$ cat src/rtl/warp_lane_seq.sv
module warp_lane_seq #(
  parameter int THREADS = 32,
  parameter int LANES   = 4,
  parameter int DW      = 16,
  parameter int IW      = 16
) (
  input  logic                         clk,
  input  logic                         rst_n,
  input  logic                         start,
  input  logic [IW-1:0]                blk_idx,
  input  logic [IW-1:0]                blk_dim,
  input  logic [IW-1:0]                n_elems,
  input  logic                         wr_en,
  input  logic [1:0]                   wr_sel,
  input  logic [$clog2(THREADS)-1:0]   wr_tid,
  input  logic [DW-1:0]                wr_data,
  input  logic [1:0]                   rd_sel,
  input  logic [$clog2(THREADS)-1:0]   rd_tid,
  output logic [DW-1:0]                rd_data,
  output logic                         busy,
  output logic                         done
);
  localparam int ROWS = THREADS / LANES;
  localparam int TW   = $clog2(THREADS);
  localparam int LW   = $clog2(LANES);
  localparam int RW   = $clog2(ROWS);
  localparam int GW   = 2 * IW + 1;
  localparam logic [RW-1:0] LAST_ROW = RW'(ROWS - 1);

  logic          busy_q, done_q, iss_q, s1_v_q;
  logic [RW-1:0] grp_q, s1_row_q;
  logic [GW-1:0] base_q;
  logic [IW-1:0] n_q;
  logic [DW-1:0] lane_rd [LANES];

  wire host_wr = wr_en && !busy_q;
  wire [LW-1:0] wr_lane = wr_tid[LW-1:0];
  wire [RW-1:0] wr_row  = wr_tid[TW-1:LW];
  wire [LW-1:0] rd_lane = rd_tid[LW-1:0];
  wire [RW-1:0] rd_row  = rd_tid[TW-1:LW];

  always_ff @(posedge clk or negedge rst_n) begin
    if (!rst_n) begin
      busy_q   <= 1'b0;
      done_q   <= 1'b0;
      iss_q    <= 1'b0;
      s1_v_q   <= 1'b0;
      grp_q    <= '0;
      s1_row_q <= '0;
      base_q   <= '0;
      n_q      <= '0;
    end else begin
      done_q   <= 1'b0;
      s1_v_q   <= iss_q;
      s1_row_q <= grp_q;
      if (start && !busy_q) begin
        busy_q <= 1'b1;
        iss_q  <= 1'b1;
        grp_q  <= '0;
        base_q <= GW'(blk_idx) * GW'(blk_dim);
        n_q    <= n_elems;
      end else if (iss_q) begin
        grp_q <= grp_q + RW'(1);
        if (grp_q == LAST_ROW) iss_q <= 1'b0;
      end
      if (s1_v_q && s1_row_q == LAST_ROW) begin
        busy_q <= 1'b0;
        done_q <= 1'b1;
      end
    end
  end

  for (genvar k = 0; k < LANES; k++) begin : g_lane
    logic [DW-1:0] bank_a [ROWS];
    logic [DW-1:0] bank_b [ROWS];
    logic [DW-1:0] bank_c [ROWS];
    logic [DW-1:0] s1_a, s1_b;
    logic          s1_m;
    wire  [TW-1:0] tid_k = {grp_q, LW'(k)};
    wire           act_k = (base_q + GW'(tid_k)) < GW'(n_q);

    always_ff @(posedge clk) begin
      if (host_wr && wr_lane == LW'(k)) begin
        case (wr_sel)
          2'd0:    bank_a[wr_row] <= wr_data;
          2'd1:    bank_b[wr_row] <= wr_data;
          2'd2:    bank_c[wr_row] <= wr_data;
          default: ;
        endcase
      end
      if (iss_q) begin
        s1_a <= bank_a[grp_q];
        s1_b <= bank_b[grp_q];
        s1_m <= act_k;
      end
      if (s1_v_q && s1_m) bank_c[s1_row_q] <= s1_a + s1_b;
    end

    always_comb begin
      case (rd_sel)
        2'd0:    lane_rd[k] = bank_a[rd_row];
        2'd1:    lane_rd[k] = bank_b[rd_row];
        2'd2:    lane_rd[k] = bank_c[rd_row];
        default: lane_rd[k] = '0;
      endcase
    end
  end

  assign rd_data = lane_rd[rd_lane];
  assign busy    = busy_q;
  assign done    = done_q;
endmodule

$ cat config.mk
export PLATFORM = sky130hd
export DESIGN_NAME = warp_lane_seq
export DESIGN_NICKNAME = d
export VERILOG_FILES = /design/src/rtl/warp_lane_seq.sv
export SDC_FILE = /design/constraint.sdc
export NUM_CORES = 2
export LEC_CHECK = 0
export BUFFER_PORTS_ARGS = -buffer_cell sky130_fd_sc_hd__buf_2
export CAP_MARGIN = 20
export CORE_MARGIN = 8
export CORE_UTILIZATION = 45
export DETAILED_ROUTE_END_ITERATION = 12
export PLACE_DENSITY = 0.61
export SLEW_MARGIN = 10
export SYNTH_ARGS = -nofsm -noshare
export SYNTH_HDL_FRONTEND = slang
export SYNTH_SLANG_ARGS = --single-unit
$ cat constraint.sdc
create_clock -name clk -period 10.35 [get_ports clk]
set_input_delay 2.07 -clock clk [delete_from_list [all_inputs] [get_ports clk]]
set_output_delay 2.07 -clock clk [all_outputs]
set_load 0.02 [all_outputs]
==> impl_metrics.toml <==
[floorplanning]
num_rows = 167
die_h_um = 473
initial_core_util_pct = 45.3
die_w_um = 473
io_pins = 100
die_area_um2 = 224000
core_area_um2 = 207000

[synthesis]
synth_area_per_cell_um2 = 14.3
synth_common_cells = "edfxtp_1 (1,668), nand2_1 (1,061), mux4_2 (640)"
synth.cell_area_um2 = 93900
ys_warn_count = 0
synthArstFlopShare_pct = 3.36
synthDistinctLibCells = 81
yosysTopAreaCell = "edfxtp_1"
synth.most_common_cell = "edfxtp_1"
synth_top_area_share_pct = 53.3
synthFlopType = "edfxtp_1"
synth_fp_nets = 7092
synth_edf_count = 1668
netlist_instances = 6577
synth_area_leaders = "edfxtp_1 (53%), mux4_2 (15%), fa_1 (4.3%), nand2_1 (4.2%), mux2_2 (3.2%)"
yosysSeqAreaShare_pct = 54.9
yosys_register_bits = 1726

[clocking]
cts_setup_buffers = 0
htreeDepth = 4
cts_made_buffers = 185
clock_path_buffers = 3
cts_hold_buf = 0
cts_tree = "built"
clk-insertion-delay-late_ns = 0.85
clock_sinks = 1726
cts_resized = 0
cts_root_buf = "clkbuf_16"
clkTransAtPathRegs_ns = 0.06

[sta]
fmax_mhz = 128
relSlewSlack_pct = 17.6
tightestPinTransition_ns = 1.23
min_period_ns = 7.82
rsz0062_at_grt = "false"
finalSetupViolCount = 0
period_share_pct = 75.5
timing.hold.ws_ns = 0.489
setup_ws_ns = 2.53
setup_tns_ns = 0
fin_skew_ns = 0.0606
finalHoldViolations = 0
slew_viol_final = 0

[placement]
hpwlAfterDp_mm = 181
dpl-instance-area_um2 = 98300
io_buffer_count = 99
place_congestion = 0.881
dp_worst_setup_slack_ns = 2.22

[power_and_ir_drop]
ir_worst_vdd_mv = 0.259
power_density_nw_per_um2 = 250
cellLeakagePower_nw = 37.2

[cells_and_area]
syn2layout_area_growth_pct = 11.1
utilization_pct = 50.4
final_nets = 7146
finalInstanceArea_um2 = 104000
drive_above_1_share_pct = 23.6

[worst_setup_path]
cp.arrival_ns = 5.75
crit_path_max_fanout = 57
start_kind = "primary input"
cp-end-kind = "output pin"
critPathKind = "in -> out"
worstPathRequired_ns = 8.28

[detailed_routing]
via_per_inst = 6.09
route.detailed.drc = 0
vias = 58355
wl_per_cell_um = 29.4
first_pass_iters = 6
final_antenna_net_count = 0
first_iter_violations = 6434
wirelength_mm = 282

[flow_run]
drv_cap = 0

[global_routing]
grt_pass1_wl_mm = 410
gr-total-overflow = 0
grt_pass1_vias = 59441
grt_max_degree = 90
grt_util_all_layers_pct = 24.8
antenna_found_initial = 9

[worst_hold_path]
hp-class = "reg -> reg"

[status]
outcome = "finished clean"
-- through the flow --
stage	std cells	total power [mW]
6_report	9576	26.1
5_1_grt	9575	27.5
4_1_cts	9570	26.3
3_5_place_dp	9230	19.6
3_3_place_gp	9226	19.5
2_1_floorplan	6577	16.2
-- worst paths after layout --
kind	from	endpoint	slack (ns)	cells past startpoint
setup / recovery	rd_tid[2]	rd_data[12]	2.53	8
hold / removal	base_q[4]	base_q[4]	0.49	2
setup reg to reg	grp_q[2]	g_lane[2].s1_m	4.86	14
hold reg to reg	base_q[4]	base_q[4]	0.49	2
max in group asynchronous	rst_n	grp_q[2]	8.33	2
min in group asynchronous	rst_n	base_q[0]	1.42	2
-- layer usage --
metal	vias up	GRT usage, %	routed length (um)
met3	480	3.40	21700
met1	30197	33.1	110000
met5	-	0	13
met4	2	9.93	12800
li1	25030	-	-
met2	2646	41.3	137000
-- cell usage in the layout, fill, tap and decap left out, types with 80 or more instances in the layout --
master     count
a21oi_1      110
and2_1       125
buf_2         80
buf_4        213
clkbuf_16    186
edfxtp_1    1668
fa_1         200
ha_1         233
inv_1        282
mux2_2       263
mux2i_1      196
mux4_2       640
nand2_1     1061
nor2_1       173
o21ai_0      299
xnor2_1       86
-- cell type report --
type / count / area (um^2)
clock buffer: 241 / 4900
tap: 2788 / 3490
multi-input combinational: 4124 / 39900
sequential: 1726 / 51600
inverter: 282 / 1060
timing repair buffer: 312 / 2330
clock inverter: 99 / 1130
fill: 17453 / 103000
antenna: 4 / 10.0
-- logic make-up (layout without fill, tap and decap cells) --
family | after synthesis | after routing | share of synthesized area (%)
simple gates | 1674 | 1674 | 7.71
fa+ha+maj | 433 | 433 | 7.37
buf+inv | 727 | 934 | 3.03
other cells | 0 | 4 | 0
xor+xnor | 151 | 151 | 1.41
mux | 1099 | 1099 | 20.6
compound gates | 767 | 767 | 5.03
flops | 1726 | 1726 | 54.9
-- registers in the layout, summed over array words and instances, names as in the netlist --
signal	count
base_q	32
busy	1
done	1
g_lane.bank_a	512
g_lane.bank_b	512
g_lane.bank_c	512
g_lane.s1_a	64
g_lane.s1_b	64
g_lane.s1_m	4
grp_q	3
iss_q	1
n_q	16
s1_row_q	3
s1_v_q	1
-- where the power goes --
part	total, mW	internal (mW)	leakage, nW	switching, mW
Sequential	8.92	8.29	15.8	0.634
Combinational	10.6	4.21	18.6	6.38
Clock	6.62	3.76	2.90	2.86
Total	26.1	16.3	37.2	9.87
-- critical path, stage by stage --
cell	delay [ns]
buf_8	0.59
buf_12	0.44
mux4_2	0.55
mux2i_1	0.25
nor2_1	0.07
o31ai_1	0.93
o21ai_0	0.48
buf_2	0.30
Power figures use the tool's default switching activity.
